`config.mk`:
```
export PLATFORM = sky130hd
export DESIGN_NAME = clk_mult_seq
export DESIGN_NICKNAME = d
export VERILOG_FILES = /design/src/rtl/cms_pkg.sv /design/src/rtl/cms_cfg_regs.sv /design/src/rtl/cms_settle_timer.sv /design/src/rtl/cms_seq_ctrl.sv /design/src/rtl/clk_mult_seq.sv
export SDC_FILE = /design/constraint.sdc
export NUM_CORES = 1
export LEC_CHECK = 0
export BUFFER_PORTS_ARGS = -buffer_cell sky130_fd_sc_hd__clkbuf_2
export CELL_PAD_IN_SITES_DETAIL_PLACEMENT = 1
export CELL_PAD_IN_SITES_GLOBAL_PLACEMENT = 1
export CORE_UTILIZATION = 40
export DETAILED_ROUTE_END_ITERATION = 10
export MAX_ROUTING_LAYER = met4
export PLACE_DENSITY_LB_ADDON = 0.1
export SKIP_LAST_GASP = 1
export SLEW_MARGIN = 20
export SYNTH_ARGS = -nofsm -noshare
export SYNTH_HDL_FRONTEND = slang
export SYNTH_SLANG_ARGS = --single-unit
```
`constraint.sdc`:
```
create_clock -name clk -period 3.2 [get_ports clk]
set_input_delay 0.16 -clock clk [delete_from_list [all_inputs] [get_ports clk]]
set_output_delay 0.16 -clock clk [all_outputs]
set_load 0.05 [all_outputs]
```
`src/rtl/cms_pkg.sv`:
```
package cms_pkg;

    parameter int SETTLE_BASE = 9;
    parameter int SEL_W       = 3;

    typedef enum logic [1:0] {
        TGT_X1   = 2'b00,
        TGT_X2   = 2'b01,
        TGT_X4   = 2'b10,
        TGT_RSVD = 2'b11
    } tgt_e;

    typedef enum logic [1:0] {
        ST_RUN,
        ST_STOP,
        ST_SLEEP,
        ST_SETTLE
    } seq_st_e;

    function automatic logic tgt_legal(input tgt_e t);
        return t != TGT_RSVD;
    endfunction

    function automatic logic [2:0] factor_of(input tgt_e t);
        case (t)
            TGT_X2:  return 3'b010;
            TGT_X4:  return 3'b100;
            default: return 3'b001;
        endcase
    endfunction

endpackage

```
`src/rtl/cms_cfg_regs.sv`:
```
module cms_cfg_regs
    import cms_pkg::*;
#(
    parameter int SW = SEL_W
) (
    input  logic          clk,
    input  logic          rst,
    input  logic          wr_en,
    input  logic          accept,
    input  tgt_e          wr_tgt,
    input  logic [SW-1:0] wr_sel,
    output tgt_e          tgt_q,
    output logic [SW-1:0] sel_q
);

    logic take;
    assign take = wr_en && accept;

    always_ff @(posedge clk) begin
        if (rst) begin
            tgt_q <= TGT_X1;
            sel_q <= '0;
        end else if (take) begin
            sel_q <= wr_sel;
            if (tgt_legal(wr_tgt)) tgt_q <= wr_tgt;
        end
    end

    AST_RSVD_KEEPS_HELD: assert property (@(posedge clk) disable iff (rst)
        (wr_en && wr_tgt == TGT_RSVD) |=> $stable(tgt_q))
        else $error("reserved code altered held target");

endmodule

```
`src/rtl/cms_settle_timer.sv`:
```
module cms_settle_timer #(
    parameter int BASE = 9,
    parameter int SW   = 3
) (
    input  logic          clk,
    input  logic          rst,
    input  logic          start,
    input  logic [SW-1:0] sel,
    output logic          busy,
    output logic          done
);

    localparam int CNT_W = BASE + (1 << SW) - 1;

    logic [CNT_W-1:0] cnt_q;
    logic [CNT_W:0]   span;
    logic [CNT_W-1:0] load;

    assign span = (CNT_W + 1)'(1) << (BASE + int'(sel));
    assign load = CNT_W'(span - 1'b1);
    assign done = busy && (cnt_q == '0);

    always_ff @(posedge clk) begin
        if (rst) begin
            busy  <= 1'b0;
            cnt_q <= '0;
        end else if (start) begin
            busy  <= 1'b1;
            cnt_q <= load;
        end else if (busy) begin
            if (cnt_q == '0) busy <= 1'b0;
            else             cnt_q <= cnt_q - 1'b1;
        end
    end

    AST_COUNT_STEPS_DOWN: assert property (@(posedge clk) disable iff (rst)
        (busy && !start && cnt_q != '0) |=> (busy && cnt_q == $past(cnt_q) - 1'b1))
        else $error("settle counter skipped");

endmodule

```
`src/rtl/cms_seq_ctrl.sv`:
```
module cms_seq_ctrl
    import cms_pkg::*;
(
    input  logic clk,
    input  logic rst,
    input  logic sby_req,
    input  logic wake,
    input  logic wr_en,
    input  logic wr_imm,
    input  tgt_e wr_tgt,
    input  tgt_e held_tgt,
    input  logic timer_done,
    output tgt_e active,
    output logic running,
    output logic timer_start
);

    seq_st_e st;
    logic    pend;

    assign running     = (st == ST_RUN);
    assign timer_start = (st == ST_SLEEP) && (pend || wake);

    always_ff @(posedge clk) begin
        if (rst) begin
            st     <= ST_RUN;
            active <= TGT_X1;
            pend   <= 1'b0;
        end else begin
            case (st)
                ST_RUN: begin
                    if (wr_en && wr_imm && tgt_legal(wr_tgt)) active <= wr_tgt;
                    if (sby_req) begin
                        st   <= ST_STOP;
                        pend <= wake;
                    end
                end
                ST_STOP: begin
                    st     <= ST_SLEEP;
                    active <= held_tgt;
                    pend   <= pend || wake;
                end
                ST_SLEEP: begin
                    if (pend || wake) begin
                        st   <= ST_SETTLE;
                        pend <= 1'b0;
                    end
                end
                default: begin
                    if (timer_done) st <= ST_RUN;
                end
            endcase
        end
    end

    AST_FACTOR_LEGAL: assert property (@(posedge clk) disable iff (rst)
        active != TGT_RSVD)
        else $error("reserved factor active");

    AST_DEFER_HOLDS: assert property (@(posedge clk) disable iff (rst)
        (st == ST_RUN && !(wr_en && wr_imm)) |=> $stable(active))
        else $error("deferred write changed factor");

    AST_GATE_BEFORE_APPLY: assert property (@(posedge clk) disable iff (rst)
        (st == ST_RUN && sby_req) |=> (!running && $stable(active)))
        else $error("factor changed before clock gated");

    AST_EARLY_WAKE_KEPT: assert property (@(posedge clk) disable iff (rst)
        (st == ST_STOP && wake) |=> pend)
        else $error("early wake dropped");

endmodule

```
`src/rtl/clk_mult_seq.sv`:
```
module clk_mult_seq
    import cms_pkg::*;
#(
    parameter int BASE = SETTLE_BASE,
    parameter int SW   = SEL_W
) (
    input  logic          clk,
    input  logic          rst,
    input  logic          cfg_wr,
    input  logic          cfg_imm,
    input  logic [1:0]    cfg_target,
    input  logic [SW-1:0] cfg_settle,
    input  logic          sby_req,
    input  logic          wake,
    output logic [2:0]    mult_factor,
    output logic          sys_clk_en,
    output logic          ready
);

    tgt_e          wr_tgt;
    tgt_e          held_tgt;
    tgt_e          active;
    logic [SW-1:0] sel_q;
    logic          running;
    logic          t_start;
    logic          t_busy;
    logic          t_done;

    assign wr_tgt = tgt_e'(cfg_target);

    cms_cfg_regs #(.SW(SW)) u_regs (
        .clk    (clk),
        .rst    (rst),
        .wr_en  (cfg_wr),
        .accept (running),
        .wr_tgt (wr_tgt),
        .wr_sel (cfg_settle),
        .tgt_q  (held_tgt),
        .sel_q  (sel_q)
    );

    cms_seq_ctrl u_ctrl (
        .clk         (clk),
        .rst         (rst),
        .sby_req     (sby_req),
        .wake        (wake),
        .wr_en       (cfg_wr),
        .wr_imm      (cfg_imm),
        .wr_tgt      (wr_tgt),
        .held_tgt    (held_tgt),
        .timer_done  (t_done),
        .active      (active),
        .running     (running),
        .timer_start (t_start)
    );

    cms_settle_timer #(.BASE(BASE), .SW(SW)) u_timer (
        .clk   (clk),
        .rst   (rst),
        .start (t_start),
        .sel   (sel_q),
        .busy  (t_busy),
        .done  (t_done)
    );

    assign mult_factor = factor_of(active);
    assign sys_clk_en  = running;
    assign ready       = running;

    AST_NOT_READY_SETTLING: assert property (@(posedge clk) disable iff (rst)
        t_busy |-> (!ready && !sys_clk_en))
        else $error("ready while settling");

endmodule

```
---- Word level (Yosys, flattened, before mapping) ----
Index checks and enable logic that the tools add are counted.
storage, ports and cells
  input port bits ......................... 11
  output and inout port bits .............. 5
  flip-flop bits (word level) ............. 27
  logic and storage cells ................. 53
cells by class
  shifts and indexed selects .............. 1
  add/sub/neg operators ................... 3
  equality and inequality tests ........... 9
  mux-type cells .......................... 16
  reductions and logical operators ........ 17
operators by type and width
  kind                                                                   count
  16-bit 2-to-1 mux                                                      3
  1-bit by 32-bit << shifter with 16-bit output, first input constant    1
  16-bit by 1-bit subtractor with 16-bit output, second input constant   2
  16-bit logical NOT                                                     1
  2-bit 2-to-1 mux                                                       4
  2-bit != test, second input constant                                   4
  2-bit case mux with 3 select lines                                     1
  3-bit case mux with 2 select lines                                     1
  2-bit AND reduction                                                    3
  3-bit AND reduction                                                    2
  4-bit by 3-bit adder with 5-bit output, first input constant           1
  1-bit logical AND                                                      5
  1-bit 2-to-1 mux                                                       5
  2-bit by 1-bit equality test with 1-bit output, second input constant  2
  2-bit equality test, second input constant                             2
  2-bit case mux with 2 select lines                                     1
  2-bit nonzero test                                                     2
  4-bit nonzero test                                                     1
  1-bit case mux with 3 select lines                                     1
  3-bit nonzero test                                                     1
  2-bit logical NOT                                                      1
  2-bit by 1-bit != test with 1-bit output, second input constant        1
  1-bit logical OR                                                       1

---- Logic depth before layout (Yosys ltp) ----
  depth in word-level cells ............... 4
  depth in mapped cells ................... 14
  mapped depth without buffers ............ 12

---- Modules after synthesis ----
A second synthesis with hierarchy kept.
second synthesis, totals
  cell total of the unflattened synthesis .. 243
  area total of the unflattened synthesis .. 1969.4 sq um
by module, submodules not included
  module            times used  seq. area each (sq um)  area each (sq um)  cells each
  cms_settle_timer  1           340.3                   1331.3             175
  cms_seq_ctrl      1           100.1                   375.4              41
  cms_cfg_regs      1           100.1                   222.7              22
  clk_mult_seq      1           0.0                     40.0               5

---- Worst setup path after synthesis ----
No wires, ideal clock.
  path type ............................... register -> register
  from .................................... register u_regs.sel_q[0]
  to ...................................... register u_timer.cnt_q[10]
  library setup time ...................... 123 ps
  stages on the path, launching flop included .. 15
  arrival time ............................ 2676 ps
  data required time ...................... 3077 ps
  buffers on the path ..................... 3
  period minus slack after synthesis ...... 2799 ps
  setup slack ............................. 401 ps
  cells stage by stage .................... dfxtp_1 > buf_2 > and2_1 > ha_1 > buf_2 > nor4_1 > a21oi_1 > ha_1 > buf_2 > nor3b_1 > nand4_1 > nand2_1 > mux2_2 > mux2i_1 > o21ai_1
on the way
  longest elaborated chain between the ends .. 4
RTL lines
  what                                           RTL line                source
  start, declared                                cms_cfg_regs.sv:13      output logic [SW-1:0] sel_q
  start signal, assigned                         cms_cfg_regs.sv:24      sel_q <= wr_sel;
  4-bit by 3-bit adder with 5-bit output         cms_settle_timer.sv:19  assign span = (CNT_W + 1)'(1) << (BASE + int'(sel));
  1-bit by 32-bit << shifter with 16-bit output  cms_settle_timer.sv:19
  16-bit by 1-bit subtractor with 16-bit output  cms_settle_timer.sv:20  assign load = CNT_W'(span - 1'b1);
  16-bit 2-to-1 mux                              cms_settle_timer.sv:27  end else if (start) begin
  end signal, assigned                           cms_settle_timer.sv:29  cnt_q <= load;
  end signal, assigned                           cms_settle_timer.sv:32  else cnt_q <= cnt_q - 1'b1;
  end, declared                                  cms_settle_timer.sv:15  logic [CNT_W-1:0] cnt_q;
No other way between the ends.
A chain may end at the register's enable or synchronous reset.

---- Worst setup path in the final report ----
  from .................................... register u_ctrl.st[0]
  to ...................................... register u_timer.cnt_q[12]
on the way
  longest elaborated chain between the ends .. 4
  elaborated cells between the ends (all ways) .. 6
  classes of those cells .................. eq/ne (2); mux (1); reduce/logical (3)
RTL lines
  what                                                                         RTL line            source
  start, declared                                                              cms_seq_ctrl.sv:18  seq_st_e st;
  start signal, assigned                                                       cms_seq_ctrl.sv:26  st <= ST_RUN;
  start signal, assigned                                                       cms_seq_ctrl.sv:34  st <= ST_STOP;
  start signal, assigned                                                       cms_seq_ctrl.sv:39  st <= ST_SLEEP;
  2-bit equality test *                                                        cms_seq_ctrl.sv:22  assign timer_start = (st == ST_SLEEP) && (pend || wake);
  1-bit logical AND *                                                          cms_seq_ctrl.sv:22
  2-bit != test (no source line) / 2-bit nonzero test (equally long branches)  --
  2-bit AND reduction (no source line)                                         --
Every way passes the cells marked *; elsewhere a longest branch is shown, timed or not.

==> run_results.csv <==
group,metric,value,unit
place,pre_cts_slack,0.359,ns
power,cellPowerDensity,1180,nW/um^2
cells_and_area,fin_cells,291,
grt,grt_start_max_net_pins,23,
clocking,cts.sinks,27,
logic_synthesis,netlist_area,1910,sq um
critical_path,critical_path_class,"register to register",
critical_path,slowest_stage,"nor4_1",
logic_synthesis,avgSynthCellArea,8.41,sq um
sta,fin_crit_sh,0.895,
grt,grt_use_total,0.224,
cells_and_area,drive_above_1_share,0.176,
place,dp_cells,287,
cells_and_area,nFillCells,562,
die,die_w,71.1,um
run,maxCapViolations,0,
logic_synthesis,netlist_top_cells_area,"dfxtp_1 (28%), a211oi_1 (5.5%), xnor2_1 (5.5%)",
die,initial_core_util,0.427,
cells_and_area,final_util,0.457,
sta,rsz0062_at_grt,"no",
outcome,outcome,"completed",
sta,setup_slack,0.335,ns
place,routabilityCongestion,0.810,
logic_synthesis,synth_common_cells,"dfxtp_1 (27), nor2_1 (20), a21oi_1 (16), nand2_1 (16), a211oi_1 (14)",
sta,min_period,2.86,ns
sta,maxSlewViolCount,0,
critical_path,rr_worst_depth,12,
logic_synthesis,synth_async_sr_flop_share,0,
place,port_buffers,15,
clocking,cts_tree,"yes",
routing,wl_per_cell,17.1,um
clocking,cts-htree-levels,1,
logic_synthesis,yosysTopAreaCellShare,0.283,
clocking,cts_resized,0,
logic_synthesis,ys_seq_area_frac,0.283,
routing,final_antenna_net_count,0,
power,p_leak,0.762,nW
power,finalPower,2.42,mW
sta,relSlewSlack,0.617,
critical_path,worst_path_largest_cell_delay,0.50,ns
routing,wl_met1,2350,um
routing,wl_met2,2500,um
clocking,clk_pin_slew,0.11,ns
logic_synthesis,synth_edf_count,0,
routing,top_layer_used,"met4",
logic_synthesis,synth_nets,246,
critical_path,crit_cells,12,
grt,antenna_found_initial,0,
cells_and_area,diodes,0,
routing,vias,1699,
min_path,hp-start,"cfg_settle[2]",
die,num_rows,24,
grt,grt_remaining_overflow,0,
critical_path,crit_family,"simple AND/OR/NAND/NOR gates",
min_path,min_delay_path_depth,3,
critical_path,crit_arrival,3.04,ns
clocking,cts_setup_buffers,0,
cells_and_area,final_nets,259,
critical_path,rrSetupSlack,0.34,ns
min_path,min_to,"u_regs.sel_q[2]",
sta,hold_viol_final,0,
clocking,hold_buffers,0,
logic_synthesis,synth.most_common_cell,"dfxtp_1",
die,pin_count,16,
place,place_hpwl,3830,um
critical_path,critPathLaunchType,"register",
routing,routed_via_density,5.84,
sta,setup_tns,0,ns
critical_path,cp-end-kind,"register",
logic_synthesis,synth_cell_type_count,58,
logic_synthesis,synthCells,227,
sta,setup_viol,0,
grt,grt_pass1_vias,1753,
cells_and_area,area_growth,7.21,%
power,worst_ir_drop_vdd,0.414,mV
routing,drtIter0Drc,71,
sta,fmax,349,MHz
routing,drc,0,
logic_synthesis,ys_ff_latch,27,
routing,met3WireLength,103,um
min_path,min_path_type,"input pin to register",
sta,fin_skew,0.00936,ns
critical_path,worst-path-max-fanout,10,
grt,grt_pass1_wl,8550,um
clocking,clock_latency,0.28,ns
die,core_area,4470,sq um
critical_path,path_buf_inv,1,
critical_path,required,3.38,ns
routing,routed_wl,4990,um
critical_path,worstReg2RegStart,"u_ctrl.st[0]",
sta,worst_slew_pin_slew,0.575,ns
die,chipHeight,71.1,um
critical_path,crit_chain,"inv_1 -> ha_1 -> o21ai_2 -> nor4_1 -> a21oi_1 -> ha_1 -> nor3b_1 -> nand4_1 -> o2bb2a_1 -> xnor2_1 -> a21oi_1 -> o21a_1",
clocking,cts_buffers,3,
logic_synthesis,synthFlopType,"dfxtp_1",
critical_path,r2r-end,"u_timer.cnt_q[12]",
routing,firstDrtPassIters,4,
sta,hold_slack,0.108,ns
logic_synthesis,yosysWarnings,0,
logic_synthesis,yosysTopAreaCell,"dfxtp_1",
clocking,cts-root-buf,"clkbuf_8",
clocking,clock_path_buffers,2,
place,placed_area,2000,sq um
cells_and_area,design_area,2050,sq um
die,dieArea,5050,sq um
cells by family (layout without fill, tap and decap cells):
| kind of cell | count (synthesis) | after routing | synth area share |
|---|---|---|---|
| and+or+nand+nor | 87 | 87 | 0.258 |
| AOI/OAI and AO/OA | 63 | 63 | 0.243 |
| DFF | 27 | 27 | 0.283 |
| buffers and inverters | 22 | 34 | 0.0688 |
| xor gates and xnor gates | 16 | 16 | 0.0734 |
| adders and majority gates | 8 | 8 | 0.0524 |
| muxes | 4 | 4 | 0.0216 |
placed cells by master (no fill, tap or decap), drive strengths merged, types with 3 or more instances in the layout:
cell type and count:
nor4 5, nand4 3, dfxtp 27, nand3 8
nor2 20, a21oi 16, nor2b 4, a22oi 3
nor3b 4, xnor2 12, or3 3, inv 9
o31ai 3, o21ai 10, nand2 16, ha 8
a211oi 14, o21a 3, mux2i 3, buf 6
nor3 11, xor2 4, clkbuf 18
worst max path at each step:
stage	start	endpoint	slack, ns
floorplan	u_regs.sel_q[0]	u_timer.cnt_q[10]	0.40
global placement	u_ctrl.st[0]	u_timer.cnt_q[10]	0.58
finish	u_ctrl.st[0]	u_timer.cnt_q[12]	0.34
detailed placement	u_ctrl.st[0]	u_timer.cnt_q[10]	0.36
global route	u_ctrl.st[0]	u_timer.cnt_q[10]	0.11
CTS	u_ctrl.st[0]	u_timer.cnt_q[10]	0.34
layer usage:
| metal | global-route usage | up-vias |
|---|---|---|
| met5 | - | - |
| met4 | 0.0444 | 0 |
| met3 | 0.0256 | 4 |
| met2 | 0.397 | 23 |
| met1 | 0.275 | 824 |
| li1 | - | 848 |
power by group:
| part | switching [mW] | leakage, nW | internal [mW] |
|---|---|---|---|
| Combinational | 0.991 | 0.516 | 0.658 |
| Sequential | 0.114 | 0.220 | 0.448 |
| Clock | 0.118 | 0.0255 | 0.0876 |
| Total | 1.22 | 0.762 | 1.19 |
final cells by class:
type / instances / area [sq um] / share of cell area
sequential: 27 / 541 / 0.264
multi-input combinational: 178 / 1240 / 0.606
clock buffer: 3 / 41.3 / 0.0202
inverter: 9 / 33.8 / 0.0165
tap: 52 / 65.1 / 0.0318
timing repair buffer: 21 / 120 / 0.0587
clock inverter: 1 / 5.00 / 0.00244
state kept, by name, summed over array words and instances (netlist names):
| signal | cells |
|---|---|
| u_ctrl.pend | 1 |
| u_ctrl.active | 2 |
| u_regs.sel_q | 3 |
| u_regs.tgt_q | 2 |
| u_timer.busy | 1 |
| u_ctrl.st | 2 |
| u_timer.cnt_q | 16 |
tightest hold or removal path, cell delays in order:
cell	delay, ns
clkbuf_2	0.08
nand3_1	0.05
a21oi_1	0.05
(Power assumes the default switching activity.)
